==> config.mk <==
export PLATFORM = sky130hd
export DESIGN_NAME = pwm_timer_chan
export DESIGN_NICKNAME = d
export VERILOG_FILES = /design/src/rtl/pwm_timer_pkg.sv /design/src/rtl/pwm_shadow_regs.sv /design/src/rtl/pwm_prescaler.sv /design/src/rtl/pwm_counter.sv /design/src/rtl/pwm_timer_chan.sv
export SDC_FILE = /design/constraint.sdc
export NUM_CORES = 1
export LEC_CHECK = 0
export ABC_CLOCK_PERIOD_IN_PS = 3800
export BUFFER_PORTS_ARGS = -buffer_cell sky130_fd_sc_hd__buf_2
export CORE_MARGIN = 10
export CORE_UTILIZATION = 60
export DETAILED_ROUTE_END_ITERATION = 7
export PLACE_DENSITY = 0.86
export REMOVE_ABC_BUFFERS = 1
export SYNTH_ARGS = -nofsm -noshare
export SYNTH_HDL_FRONTEND = slang
export SYNTH_SLANG_ARGS = --single-unit
==> constraint.sdc <==
create_clock -name clk -period 3.8 [get_ports clk]
set_input_delay 0.95 -clock clk [delete_from_list [all_inputs] [get_ports clk]]
set_output_delay 0.95 -clock clk [all_outputs]
set_load 0.01 [all_outputs]
==> src/rtl/pwm_timer_pkg.sv <==
package pwm_timer_pkg;

    localparam int TMR_W = 16;

    typedef logic [TMR_W-1:0] tmr_t;

    typedef enum logic {
        POL_HIGH_BELOW = 1'b0,
        POL_LOW_BELOW  = 1'b1
    } pol_e;

    typedef enum logic {
        CNT_EDGE   = 1'b0,
        CNT_CENTER = 1'b1
    } algn_e;

    typedef struct packed {
        tmr_t  presc;
        tmr_t  period;
        tmr_t  cmp;
        pol_e  pol;
        algn_e algn;
    } tmr_cfg_t;

    localparam tmr_cfg_t CFG_RESET = '{
        presc:  '0,
        period: '0,
        cmp:    '0,
        pol:    POL_HIGH_BELOW,
        algn:   CNT_EDGE
    };

    // Map "count is below threshold" to the pin level for a polarity.
    function automatic logic drive_level(pol_e pol, logic below);
        return (pol == POL_HIGH_BELOW) ? below : ~below;
    endfunction

endpackage

==> src/rtl/pwm_shadow_regs.sv <==
module pwm_shadow_regs
    import pwm_timer_pkg::*;
(
    input  logic     clk,
    input  logic     rst,
    input  logic     en,
    input  logic     bnd,
    input  logic     wr_presc,
    input  tmr_t     presc_data,
    input  logic     wr_period,
    input  tmr_t     period_data,
    input  logic     wr_compare,
    input  tmr_t     compare_data,
    input  logic     wr_mode,
    input  pol_e     mode_data,
    input  logic     wr_align,
    input  algn_e    align_data,
    output tmr_cfg_t active_cfg
);

    tmr_cfg_t stage_q;
    tmr_cfg_t shadow_q;

    always_ff @(posedge clk) begin
        if (rst) begin
            stage_q <= CFG_RESET;
        end else begin
            if (wr_presc)   stage_q.presc  <= presc_data;
            if (wr_period)  stage_q.period <= period_data;
            if (wr_compare) stage_q.cmp    <= compare_data;
            if (wr_mode)    stage_q.pol    <= mode_data;
            if (wr_align)   stage_q.algn   <= align_data;
        end
    end

    always_ff @(posedge clk) begin
        if (rst) begin
            shadow_q <= CFG_RESET;
        end else if (!en || bnd) begin
            shadow_q <= stage_q;
        end
    end

    assign active_cfg = shadow_q;

    AST_SHADOW_HOLD: assert property (@(posedge clk) disable iff (rst)
        (en && !bnd) |=> $stable(shadow_q));

endmodule

==> src/rtl/pwm_prescaler.sv <==
module pwm_prescaler
    import pwm_timer_pkg::*;
(
    input  logic clk,
    input  logic rst,
    input  logic en,
    input  tmr_t presc,
    output logic tick
);

    tmr_t div_q;

    assign tick = en && (div_q >= presc);

    always_ff @(posedge clk) begin
        if (rst || !en) begin
            div_q <= '0;
        end else if (tick) begin
            div_q <= '0;
        end else begin
            div_q <= div_q + tmr_t'(1);
        end
    end

endmodule

==> src/rtl/pwm_counter.sv <==
module pwm_counter
    import pwm_timer_pkg::*;
(
    input  logic  clk,
    input  logic  rst,
    input  logic  en,
    input  logic  tick,
    input  tmr_t  period,
    input  algn_e algn,
    output tmr_t  cnt,
    output logic  bnd,
    output logic  upd
);

    tmr_t cnt_q, cnt_nx;
    logic down_q, down_nx;
    logic upd_q;

    always_comb begin
        cnt_nx  = cnt_q;
        down_nx = down_q;
        bnd     = 1'b0;
        if (tick) begin
            if (algn == CNT_EDGE) begin
                down_nx = 1'b0;
                if (cnt_q >= period) begin
                    cnt_nx = '0;
                    bnd    = 1'b1;
                end else begin
                    cnt_nx = cnt_q + tmr_t'(1);
                end
            end else if (down_q || (cnt_q >= period)) begin
                if (cnt_q <= tmr_t'(1)) begin
                    cnt_nx  = '0;
                    down_nx = 1'b0;
                    bnd     = 1'b1;
                end else begin
                    cnt_nx  = cnt_q - tmr_t'(1);
                    down_nx = 1'b1;
                end
            end else begin
                cnt_nx = cnt_q + tmr_t'(1);
            end
        end
    end

    always_ff @(posedge clk) begin
        if (rst || !en) begin
            cnt_q  <= '0;
            down_q <= 1'b0;
            upd_q  <= 1'b0;
        end else begin
            cnt_q  <= cnt_nx;
            down_q <= down_nx;
            upd_q  <= bnd;
        end
    end

    assign cnt = cnt_q;
    assign upd = upd_q;

    AST_CNT_IN_RANGE: assert property (@(posedge clk) disable iff (rst)
        cnt_q <= period);

    AST_CNT_WAITS_TICK: assert property (@(posedge clk) disable iff (rst)
        (en && !tick) |=> $stable(cnt_q));

    AST_IDLE_ZERO: assert property (@(posedge clk) disable iff (rst)
        !en |=> (cnt_q == '0) && !upd_q);

    AST_UPD_AT_ZERO: assert property (@(posedge clk) disable iff (rst)
        upd_q |-> (cnt_q == '0));

endmodule

==> src/rtl/pwm_timer_chan.sv <==
module pwm_timer_chan
    import pwm_timer_pkg::*;
(
    input  logic              clk,
    input  logic              rst,
    input  logic              en,
    input  logic              wr_presc,
    input  logic [TMR_W-1:0]  presc_data,
    input  logic              wr_period,
    input  logic [TMR_W-1:0]  period_data,
    input  logic              wr_compare,
    input  logic [TMR_W-1:0]  compare_data,
    input  logic              wr_mode,
    input  logic              mode_data,
    input  logic              wr_align,
    input  logic              align_data,
    output logic              pwm_out,
    output logic              update_pulse
);

    tmr_cfg_t cfg;
    logic     tick;
    logic     bnd;
    tmr_t     cnt;

    pwm_shadow_regs u_regs (
        .clk          (clk),
        .rst          (rst),
        .en           (en),
        .bnd          (bnd),
        .wr_presc     (wr_presc),
        .presc_data   (presc_data),
        .wr_period    (wr_period),
        .period_data  (period_data),
        .wr_compare   (wr_compare),
        .compare_data (compare_data),
        .wr_mode      (wr_mode),
        .mode_data    (pol_e'(mode_data)),
        .wr_align     (wr_align),
        .align_data   (algn_e'(align_data)),
        .active_cfg   (cfg)
    );

    pwm_prescaler u_presc (
        .clk   (clk),
        .rst   (rst),
        .en    (en),
        .presc (cfg.presc),
        .tick  (tick)
    );

    pwm_counter u_cnt (
        .clk    (clk),
        .rst    (rst),
        .en     (en),
        .tick   (tick),
        .period (cfg.period),
        .algn   (cfg.algn),
        .cnt    (cnt),
        .bnd    (bnd),
        .upd    (update_pulse)
    );

    // below-threshold test mapped through polarity; R9 idle level
    assign pwm_out = en ? drive_level(cfg.pol, cnt < cfg.cmp)
                        : drive_level(cfg.pol, 1'b0);

endmodule

**Yosys cells after proc, flatten, opt, wreduce, memory -nomap -nowiden**

Cells that the tools add are included.

- Flip-flop bits (word level): 134
- Bits of input ports: 58
- Output and inout port bits: 2

- Add/subtract/negate cells: 3
- $lt $le $gt $ge: 4
- Equal/unequal tests: 1
- Multiplexer cells: 15
- Bitwise operators: 1
- Reductions and logical operators: 7

Operators by type and width:

| kind | count |
|---|---|
| $mux W16 | 4 |
| $add A16 B1 Y16 const B | 2 |
| $ge A16 B16 Y1 | 2 |
| $le A16 B1 Y1 const B | 1 |
| $lt A16 B16 Y1 | 1 |
| $sub A16 B1 Y16 const B | 1 |
| $mux W1 | 11 |
| $logic_or A1 B1 Y1 | 3 |
| $ne A2 B1 Y1 const B | 1 |
| $reduce_and A2 Y1 | 1 |
| $reduce_or A2 Y1 | 1 |
| $logic_and A1 B1 Y1 | 1 |
| $logic_not A1 Y1 | 1 |
| $not A1 Y1 | 1 |

**Depth between registers and ports, before layout**

Gate-level depths: netlist of run 1.

- Word-level depth: 6
- Gate-level depth with buffers: 12

**Cells and area by module**

A second synthesis of run 1 with hierarchy kept.

- Cell total of the unflattened synthesis: 811
- Area, all modules: 7785.0 um2

By module, submodules not included:

| module | times used | cells each | area an instance (um2) |
|---|---|---|---|
| pwm_shadow_regs | 1 | 388 | 4347.9 |
| pwm_counter | 1 | 236 | 1813.0 |
| pwm_prescaler | 1 | 134 | 1224.9 |
| pwm_timer_chan | 1 | 53 | 399.1 |

**Worst setup path before layout of run 1**

Ideal clock, no wire load.

- Path type: reg-to-output
- Start point: register u_cnt.cnt_q[9], in the netlist u_cnt.cnt[9]
- End point: output pwm_out
- Arrival: 1.860 ns
- Required time: 2.850 ns
- Setup slack: 0.990 ns
- Cell stages (with the launch flop): 9
- Buffers on the path: 0
- Path through: dfxtp_1 -> ha_1 -> a21o_1 -> a21o_1 -> a21o_1 -> a21oi_1 -> o31ai_1 -> a41oi_1 -> xor2_1

- Longest elaborated chain between the ends: 4

RTL lines:

| item | RTL line | RTL |
|---|---|---|
| start, declared | pwm_counter.sv:15 | `tmr_t cnt_q, cnt_nx;` |
| start signal, assigned | pwm_counter.sv:53 | `cnt_q <= cnt_nx;` |
| $lt A16 B16 Y1 * | pwm_timer_chan.sv:65 | `assign pwm_out = en ? drive_level(cfg.pol, cnt < cfg.cmp)` |
| $not A1 Y1 | pwm_timer_pkg.sv:35 | `return (pol == POL_HIGH_BELOW) ? below : ~below;` |
| $mux W1 * | pwm_timer_pkg.sv:35 |  |
| $mux W1 * | pwm_timer_chan.sv:65 |  |
| end, declared | pwm_timer_chan.sv:17 | `output logic pwm_out,` |

Mark *: on every way between the ends. The rest lies on a longest branch, timed or not.

**Worst setup path in the final report of run 1**

Same ends and word-level chain as after synthesis.

==> qor.yml, run 1 <==
run_status:
  run_status: "completed"
detailed_routing:
  vias_per_cell: 5.78
  drt_iter0_drc: 507
  drc: 0
  routedWlPerCell_microns: 15.7
  wirelength_microns: 15500
  antenna_left: 0
  drt-pass1-iter-count: 8
  vias: 5709
sta:
  slew_headroom_pct: 35.0
  max_slew.worst_pin.slew_ns: 0.966
  skew_ns: 0.00632
  fmax_ghz: 0.271
  finalCritPeriodShare_pct: 97.1
  hold_viol: 0
  worst_hold_slack_ns: 0.450
  final.min_clock_period_ns: 3.69
  tns_ns: 0
  worst_slack_ns: 0.112
  maxSlewViolCount: 0
  rsz0062_at_grt: "false"
  setup_viol: 0
placement:
  port_buffers: 59
  gp_congestion: 0.913
  hpwlAfterDp_microns: 10900
  postPlaceCellArea_sq_um: 7140
  placed_cells: 956
  pre_cts_slack_ns: 0.641
floorplanning:
  die_area_sq_um: 16000
  coreArea_sq_um: 10900
  chipHeight_microns: 126
  std_cell_rows: 38
  pin_count: 60
  start_util_pct: 62.0
  die_w_microns: 126
logic_synthesis:
  ys.flop_type: "dfxtp_1"
  ys_seq_area_share_pct: 39.5
  yosysTopAreaCell: "dfxtp_1"
  synthCells: 791
  synth-edff-count: 0
  synth_cell_types: 50
  synth_warnings: 0
  syn_area_per_cell_sq_um: 8.58
  synth_top_area_share_pct: 39.5
  async_flop_share_pct: 0
  syn_area_sq_um: 6790
  ys_top_cells_by_area: "dfxtp_1 (40%), ha_1 (9.4%), nand2_1 (7.5%)"
  synth-seq-cells: 134
setup_path:
  slowest_delay_ns: 0.54
  worstPathRequired_ns: 2.85
  worstSetupEndpointType: "output port"
  cpLargestDelayFamily: "compound AO/OA/AOI/OAI gates"
  slowest_stage: "dfxtp_1"
  crit_type: "flop to output port"
  crit_fanout: 10
  crit_arrival_ns: 2.74
  startpoint_type: "flop"
  crit_chain: "ha_1 -> a21o_1 -> a21o_1 -> a21o_1 -> a21oi_1 -> o31ai_1 -> a41oi_1 -> xor2_1 -> buf_2"
  path_common_cell: "a21o_1"
  worst-path-buf-inv: 1
finish:
  final_util_pct: 70.9
  final_cells: 988
  area_delta_synth_final_pct: 14.2
  fillers: 820
  multi_input_area_sq_um: 3720
  register_area_sq_um: 2680
  final_nets: 944
  num_antenna_cells: 0
  drive_gt1_share_pct: 17.0
  final_cell_area_sq_um: 7750
pwr:
  total_power_mw: 3.77
  leakage_nw: 3.11
  irDropWorstVdd_mv: 0.476
  p_per_area_nw_per_um2: 486
global_routing:
  grt_first_pass_wirelength_microns: 26500
  grt_max_degree: 62
  grt_overflow: 0
  grt_util_all_layers_pct: 19.6
  antenna_found_initial: 0
  grt_pass1_vias: 5759
job:
  drv_cap: 0
clocking:
  clockRootBuffer: "clkbuf_16"
  cts_sinks: 134
  clkTransAtPathRegs_ns: 0.06
  cts_tree: "built"
  h-tree-depth: 4
  cts.path.max_buffers: 2
  worstSkewPairLatency_ns: 0.43
  numCtsBuffers: 17
worst_hold_path:
  hp-class: "flop to flop"
sequential cells by signal (all words and copies together), names as in the netlist:
signal             count
u_regs.active_cfg     50
u_cnt.cnt             16
u_cnt.upd              1
u_cnt.down_q           1
u_presc.div_q         16
u_regs.stage_q        50
synth_stat cells, types with 8 or more instances:
library cell    n
nand2_1       136
dfxtp_1       134
nor2_1         81
inv_1          53
ha_1           51
mux2i_1        50
a21oi_2        42
a21oi_1        31
clkbuf_1       31
nand3_1        18
o21ai_0        15
nor3_1         13
xor2_1         10
a211oi_1        8
a21o_1          8
placed cells by master (no fill, tap or decap), types with 3 or more instances in the layout:
master,synthesis,layout
nand2_1,136,136
dfxtp_1,134,133
nor2_1,81,81
buf_2,1,58
inv_1,53,53
ha_1,51,51
mux2i_1,50,50
a21oi_2,42,42
a21oi_1,31,31
nand3_1,18,18
clkbuf_16,0,17
o21ai_0,15,15
nor3_1,13,12
xor2_1,10,10
a21o_1,8,8
and3_1,7,7
nand4_1,7,7
a221o_1,7,7
a211oi_1,8,7
buf_4,0,7
a31oi_1,6,6
nor4_1,6,6
o211ai_1,5,5
xnor2_1,5,5
o21a_1,5,5
or3_1,5,5
nor2b_1,5,5
clkbuf_1,31,5
a22oi_1,4,4
bufinv_16,0,4
a211o_1,3,3
and2_1,3,3
o31a_1,3,3
o31ai_1,3,3
nand2b_1,3,3
clkinv_2,0,3
path summary, 6_finish.rpt:
path / from / to / slack (ns) / cells past startpoint
setup / recovery: u_cnt.cnt[9]$_SDFFE_PP0P_ / pwm_out / 0.11 / 9
hold / removal: u_regs.active_cfg[4]$_SDFFE_PP0P_ / u_regs.active_cfg[4]$_SDFFE_PP0P_ / 0.45 / 2
setup reg to reg: u_cnt.cnt[13]$_SDFFE_PP0P_ / u_regs.active_cfg[36]$_SDFFE_PP0P_ / 0.65 / 8
hold reg to reg: u_regs.active_cfg[4]$_SDFFE_PP0P_ / u_regs.active_cfg[4]$_SDFFE_PP0P_ / 0.45 / 2
report_power, final:
group	total, mW	internal, mW	switching [mW]
clock	1.70	1.11	0.590
sequential	1.51	1.47	0.0425
combinational	0.554	0.201	0.352
total	3.77	2.78	0.985
kinds of logic after synthesis:
group / share of synthesized area [%]
flip-flops: 39.5
AND/OR/NAND/NOR: 19.1
AO/OA/AOI/OAI: 16.7
multiplexers: 7.38
XOR/XNOR: 1.94
buffers and inverters: 5.88
adder cells (fa/ha/maj): 9.40
routing by layer:
metal / track usage [%] / part of all wire, % / vias up
li1: - / - / 2806
met1: 23.9 / 45 / 2681
met2: 32.1 / 47 / 185
met3: 5.50 / 6.2 / 37
met4: 7.70 / 2.1 / 0
met5: 0 / 0 / -
repair_timing:
item | 4_1_cts | 5_1_grt
hold buffers | 0 | 0
setup endpoints to repair | 0 | 1
setup buffers | 0 | 0
gates resized for setup | 0 | 1
area by class of cell:
cell class / count / area share (%)
multi-input cells: 563 / 48.0
flip-flops and latches: 134 / 34.6
clock buffers: 23 / 5.91
repair buffers: 66 / 4.68
inverters: 53 / 2.57
well taps: 140 / 2.26
clock inverters: 9 / 1.94
worst min-delay path: cells and delay by family (launching register included):
family / cells / cell delay, ns
flops: 1 / 0.31
simple gates: 1 / 0.05
compound gates: 1 / 0.05
Power figures use the tool's default switching activity.
==> run 2: changes to the inputs <==
ABC_AREA = 1   (was unset)
==> qor.yml, run 2 <==
run_status:
  run_status: "completed"
sta:
  hold_viol: 0  # unchanged
  tns_ns: 0  # unchanged
  skew_ns: 0.00434  # -0.00198 ns
  setup_viol: 0  # unchanged
  fmax_ghz: 0.305  # +12%
  worst_slack_ns: 0.521  # +0.409 ns
  maxSlewViolCount: 0  # unchanged
  slew_headroom_pct: 55.9  # +21 points
  rsz0062_at_grt: "false"
  finalCritPeriodShare_pct: 86.3  # -11 points
  final.min_clock_period_ns: 3.28  # -0.409 ns
  max_slew.worst_pin.slew_ns: 0.661  # -0.305 ns
  worst_hold_slack_ns: 0.490  # +0.0404 ns
floorplanning:
  std_cell_rows: 40  # +5.3%
  die_area_sq_um: 17400  # +9.0%
  pin_count: 60  # unchanged
  die_w_microns: 132  # +4.4%
  chipHeight_microns: 132  # +4.4%
  start_util_pct: 61.8  # -0.25 points
  coreArea_sq_um: 12200  # +11%
logic_synthesis:
  syn_area_sq_um: 7520  # +11%
  ys.flop_type: "dfxtp_1"
  synth_top_area_share_pct: 35.7  # -3.8 points
  synth_common_cells: "nand2_1 (214), inv_1 (165), nor2_1 (147), dfxtp_1 (134), nand3_1 (83)"
  synth-seq-cells: 134  # unchanged
  async_flop_share_pct: 0  # unchanged
  yosysMostFrequentCell: "nand2_1"
  synth_warnings: 0  # unchanged
  yosysTopAreaCell: "dfxtp_1"
  synthCells: 1087  # +37%
  ys_seq_area_share_pct: 35.7  # -3.8 points
  synth-edff-count: 0  # unchanged
  synth_cell_types: 40  # -20%
  syn_area_per_cell_sq_um: 6.91  # -19%
  ys_top_cells_by_area: "dfxtp_1 (36%), nand2_1 (11%), ha_1 (8.5%)"
setup_path:
  regToRegSetupSlack_ns: 0.80  # +0.15 ns
  worstSetupEndpointType: "output port"
  startpoint_type: "flop"
  crit_type: "flop to output port"
  cp-startpoint: "u_cnt.cnt[3]$_SDFFE_PP0P_"
  r2r_start: "u_cnt.cnt[3]$_SDFFE_PP0P_"
  crit_fanout: 11  # +1
  crit_arrival_ns: 2.33  # -0.41 ns
  worst_r2r_path_depth: 14  # +6
  worst_r2r_endpoint: "u_regs.active_cfg[25]$_SDFFE_PP0P_"
  worstPathRequired_ns: 2.85  # about the same
  crit_end: "pwm_out"
global_routing:
  grt_max_degree: 52  # -16%
  grt_overflow: 0  # unchanged
  grt_pass1_vias: 6117  # +6.2%
  antenna_found_initial: 0  # unchanged
  grt_first_pass_wirelength_microns: 28000  # +5.7%
  grt_util_all_layers_pct: 19.0  # -0.66 points
clocking:
  postCtsSetupBuffers: 0  # unchanged
  h-tree-depth: 4  # unchanged
  ctsResizeCount: 0  # unchanged
  cts_tree: "built"
  numCtsBuffers: 17  # unchanged
  worstSkewPairLatency_ns: 0.42  # about the same
  clockRootBuffer: "clkbuf_16"
  cts.path.max_buffers: 2  # unchanged
  hold_buffers: 0  # unchanged
  clkTransAtPathRegs_ns: 0.06  # about the same
  cts_sinks: 134  # unchanged
placement:
  port_buffers: 59  # unchanged
  gp_congestion: 0.903  # -1.2%
  pre_cts_slack_ns: 0.912  # +0.272 ns
  hpwlAfterDp_microns: 11300  # +4.2%
detailed_routing:
  antenna_left: 0  # unchanged
  drt_iter0_drc: 373  # -26%
  drt-pass1-iter-count: 7  # -1
  vias: 6523  # +14%
  drc: 0  # unchanged
  vias_per_cell: 4.98  # -14%
  routedWlPerCell_microns: 12.5  # -21%
  wirelength_microns: 16300  # +5.5%
worst_hold_path:
  hp-start: "u_presc.div_q[0]$_SDFF_PP0_"
  hp-class: "flop to flop"
finish:
  area_delta_synth_final_pct: 11.7
  final_common_cell: "nand2_1"
  final_cell_mix: "nand2_1 (214), inv_1 (165), nor2_1 (147)"
  drive_gt1_share_pct: 15.7  # -1.2 points
  final_nets: 1241  # +31%
  num_antenna_cells: 0  # unchanged
job:
  drv_cap: 0  # unchanged
pwr:
  total_power_mw: 3.69  # -2.2%
  p_per_area_nw_per_um2: 439  # -9.7%
  irDropWorstVdd_mv: 0.390  # -18%
  leakage_nw: 4.52  # +45%
-- run 2: cell count changes in the layout (fill, tap and decap cells not counted), sizes merged, moves of 7 or more --
| cell | before | now |
|---|---|---|
| nand2 | 136 | 267 |
| inv | 53 | 180 |
| nor2 | 81 | 152 |
| nand3 | 18 | 86 |
| o21ai | 15 | 81 |
| mux2i | 50 | 0 |
| a21oi | 73 | 30 |
| xor2 | 10 | 19 |
| a211oi | 8 | 1 |
| a221o | 7 | 0 |
-- run 2: cells by family (layout without fill, tap and decap cells) --
kind of cell / Yosys count / count (layout) / share of synthesized area, %
simple gates: 540 / 540 / 32.4
buf+inv: 220 / 276 / 12.4
flops: 134 / 134 / 35.7
compound gates: 119 / 119 / 8.29
fa+ha+maj: 51 / 51 / 8.49
xor+xnor: 23 / 23 / 2.68
-- run 2: layout make-up --
class / count / area (sq um)
Timing Repair Buffer: 66 / 348
Fill cell: 969 / 3760
Inverter: 180 / 676
Clock buffer: 21 / 480
Tap cell: 168 / 210
Sequential cell: 134 / 2680
Clock inverter: 9 / 101
Multi-Input combinational cell: 733 / 3900
-- run 2: how the worst min path moves through the flow --
stage	cells past startpoint	end
5_1_grt	1	u_presc.div_q[0]$_SDFF_PP0_
3_3_place_gp	1	u_presc.div_q[0]$_SDFF_PP0_
3_5_place_dp	1	u_presc.div_q[0]$_SDFF_PP0_
6_report	1	u_presc.div_q[0]$_SDFF_PP0_
4_1_cts	1	u_presc.div_q[0]$_SDFF_PP0_
2_1_floorplan	1	u_presc.div_q[0]$_SDFF_PP0_
-- run 2: critical path, cell delays in order (launching register included) --
cell and delay (ns):
dfxtp_1 0.66, ha_1 0.35, a21oi_1 0.15, a21oi_1 0.09, o21ai_0 0.21, nand3_1 0.10, nand2_1 0.07, nand2_1 0.04
o21ai_0 0.07, buf_2 0.17
-- run 2: stage by stage --
stage | std cells | utilization [%] | cell area [sq um]
final | 1311 | 69.0 | 8400
after CTS | 1311 | 69.0 | 8400
after global placement | 1281 | 64.3 | 7820
after detailed placement | 1281 | 64.3 | 7820
after floorplan | 1047 | - | 7260
after global routing | 1311 | 69.0 | 8400
-- run 2: metal layers --
metal,share of wire [%],vias up,global-route usage [%]
met5,0,-,0
met4,1.6,0,7.73
met3,4.4,17,3.66
met2,45,148,29.6
met1,49,2883,25.0
li1,-,3475,-
-- run 2: report_power, final --
part	leakage [nW]	internal, mW	total [mW]	switching (mW)
clock	0.290	1.02	1.61	0.590
combinational	3.12	0.199	0.538	0.339
sequential	1.11	1.49	1.54	0.0452
total	4.52	2.71	3.69	0.974
==> run 3: changes to the inputs <==
ABC_CLOCK_PERIOD_IN_PS = 2890   (was 3800)
CORE_UTILIZATION = 25   (was 60)
PLACE_DENSITY = 0.47   (was 0.86)
clock period = 2.89 ns   (was 3.8 ns; I/O delays follow)
==> qor.yml, run 3 (synthesized netlist as in run 2, its figures left out) <==
global_routing:
  grt_overflow: 0  # unchanged
  grt_first_pass_wirelength_microns: 30400  # +8.5%
  grt_max_degree: 67  # +29%
  grt_pass1_vias: 6139  # +0.36%
  grt_util_all_layers_pct: 9.70  # -9.3 points
  antenna_found_initial: 0  # unchanged
clocking:
  clkTransAtPathRegs_ns: 0.07  # about the same
  worstSkewPairLatency_ns: 0.42  # about the same
  cts_tree: "built"
  clockRootBuffer: "clkbuf_16"
  h-tree-depth: 4  # unchanged
  cts_sinks: 134  # unchanged
  cts.path.max_buffers: 2  # unchanged
  numCtsBuffers: 17  # unchanged
sta:
  maxSlewViolCount: 0  # unchanged
  hold_viol: 0  # unchanged
  max_slew.worst_pin.slew_ns: 0.594  # -0.0671 ns
  rsz0062_at_grt: "false"
  skew_ns: 0.0124  # +0.00801 ns
  tns_ns: 0  # unchanged
  final.min_clock_period_ns: 2.76
  fmax_ghz: 0.362
  slew_headroom_pct: 60.4  # +4.5 points
  worst_slack_ns: 0.128  # -0.393 ns
  finalCritPeriodShare_pct: 95.6
  setup_viol: 0  # unchanged
detailed_routing:
  routed-wl-met3_microns: 418  # -42%
  wirelength_microns: 18000  # +10%
  wirelength_met1_microns: 9200  # +16%
  vias_per_cell: 4.11  # -17%
  drt_iter0_drc: 242  # -35%
  drc: 0  # unchanged
  drt-pass1-iter-count: 4  # -3
  routedWlPerCell_microns: 11.6  # -7.2%
  wl_met2_microns: 8090  # +9.3%
  vias: 6386  # -2.1%
  antenna_left: 0  # unchanged
  top_layer_used: "met4"
placement:
  placed_cells: 1523  # +19%
  hpwlAfterDp_microns: 13200  # +17%
  gp_congestion: 0.847  # -6.1%
  port_buffers: 59  # unchanged
  pre_cts_slack_ns: 0.441  # -0.472 ns
setup_path:
  crit_arrival_ns: 2.04  # -0.29 ns
  crit_type: "flop to output port"
  crit_fanout: 3  # -8
  worstSetupEndpointType: "output port"
  path_common_cell: "nand2_1"
  worstPathRequired_ns: 2.17  # -0.68 ns
  worst-path-buf-inv: 1  # unchanged
  slowest_stage: "dfxtp_1"
  slowest_delay_ns: 0.43  # -0.23 ns
  startpoint_type: "flop"
  cpLargestDelayFamily: "compound AO/OA/AOI/OAI gates"
  crit_chain: "ha_1 -> a21oi_1 -> a21oi_2 -> o21ai_2 -> nand2_1 -> nand2_1 -> nand2_1 -> nand2_1 -> o21ai_0 -> buf_2"
finish:
  fillers: 3374  # +250%
  multi_input_area_sq_um: 3950  # +1.2%
  area_delta_synth_final_pct: 19.2
  final_cell_mix: "nand2_1 (214), inv_1 (165), nor2_1 (147)"
  final_nets: 1261  # +1.6%
  final_cells: 1555  # +19%
  register_area_sq_um: 2690  # +0.33%
  num_antenna_cells: 0  # unchanged
  final_common_cell: "nand2_1"
  drive_gt1_share_pct: 18.2  # +2.4 points
pwr:
  p_per_area_nw_per_um2: 564  # +28%
  irDropWorstVdd_mv: 0.377  # -3.2%
  leakage_nw: 4.65  # +3.1%
floorplanning:
  std_cell_rows: 63  # +57%
  chipHeight_microns: 193  # +47%
  start_util_pct: 25.4  # -36 points
  die_w_microns: 193  # +47%
  die_area_sq_um: 37400  # +110%
  pin_count: 60  # unchanged
  coreArea_sq_um: 29600  # +140%
worst_hold_path:
  hp-class: "flop to flop"
job:
  drv_cap: 0  # unchanged
run_status:
  run_status: "completed"
-- run 3: cell count changes in the layout (fill, tap and decap cells not counted), sizes merged --
cell	previous run	this run
bufinv	2	3
buf	66	86
clkbuf	21	20
inv	180	184
clkinv	6	4
-- run 3: area by class of cell --
class	count	area share, %
Multi-Input combinational cell	733	44.0
Clock buffer	20	4.98
Sequential cell	134	30.0
Timing Repair Buffer	86	6.11
Tap cell	390	5.44
Inverter	180	7.54
Clock inverter	12	1.87
-- run 3: per-layer routing --
layer	up-vias	global-route usage [%]
met1	2800	12.6
met5	-	0
li1	3508	-
met3	17	2.02
met4	0	3.38
met2	61	15.5
-- run 3: repair_timing --
| item | 4_1_cts | 5_1_grt |
|---|---|---|
| resized for setup | 0 | 14 |
| endpoints found under the setup margin | 0 | 1 |
| hold buffers | 0 | 0 |
| buffers inserted | 0 | 0 |
-- run 3: power by group --
part	switching [mW]	leakage, nW	total (mW)	internal, mW
Combinational	0.461	3.25	0.749	0.288
Sequential	0.0490	1.11	2.01	1.96
Clock	0.898	0.296	2.30	1.40
-- run 3: through the flow --
stage               utilization [%]  total power [mW]  cell area (sq um)  hold slack (ns)
floorplan                         -              2.55               7260            0.429
global placement               28.0              2.79               8290            0.444
detailed placement             28.0              2.80               8290            0.456
CTS                            30.1              5.13               8910            0.465
global route                   30.2              5.36               8960            0.462
finish                         30.2              5.06               8960            0.460
-- run 3: final timing paths --
path | slack (ns) | startpoint | end | depth (start not counted)
min | 0.46 | u_presc.div_q[0]$_SDFF_PP0_ | u_presc.div_q[0]$_SDFF_PP0_ | 1
max | 0.13 | u_cnt.cnt[3]$_SDFFE_PP0P_ | pwm_out | 10
max reg2reg | 0.52 | u_regs.active_cfg[32]$_SDFFE_PP0P_ | u_regs.active_cfg[1]$_SDFFE_PP0P_ | 12
min reg2reg | 0.46 | u_presc.div_q[0]$_SDFF_PP0_ | u_presc.div_q[0]$_SDFF_PP0_ | 1
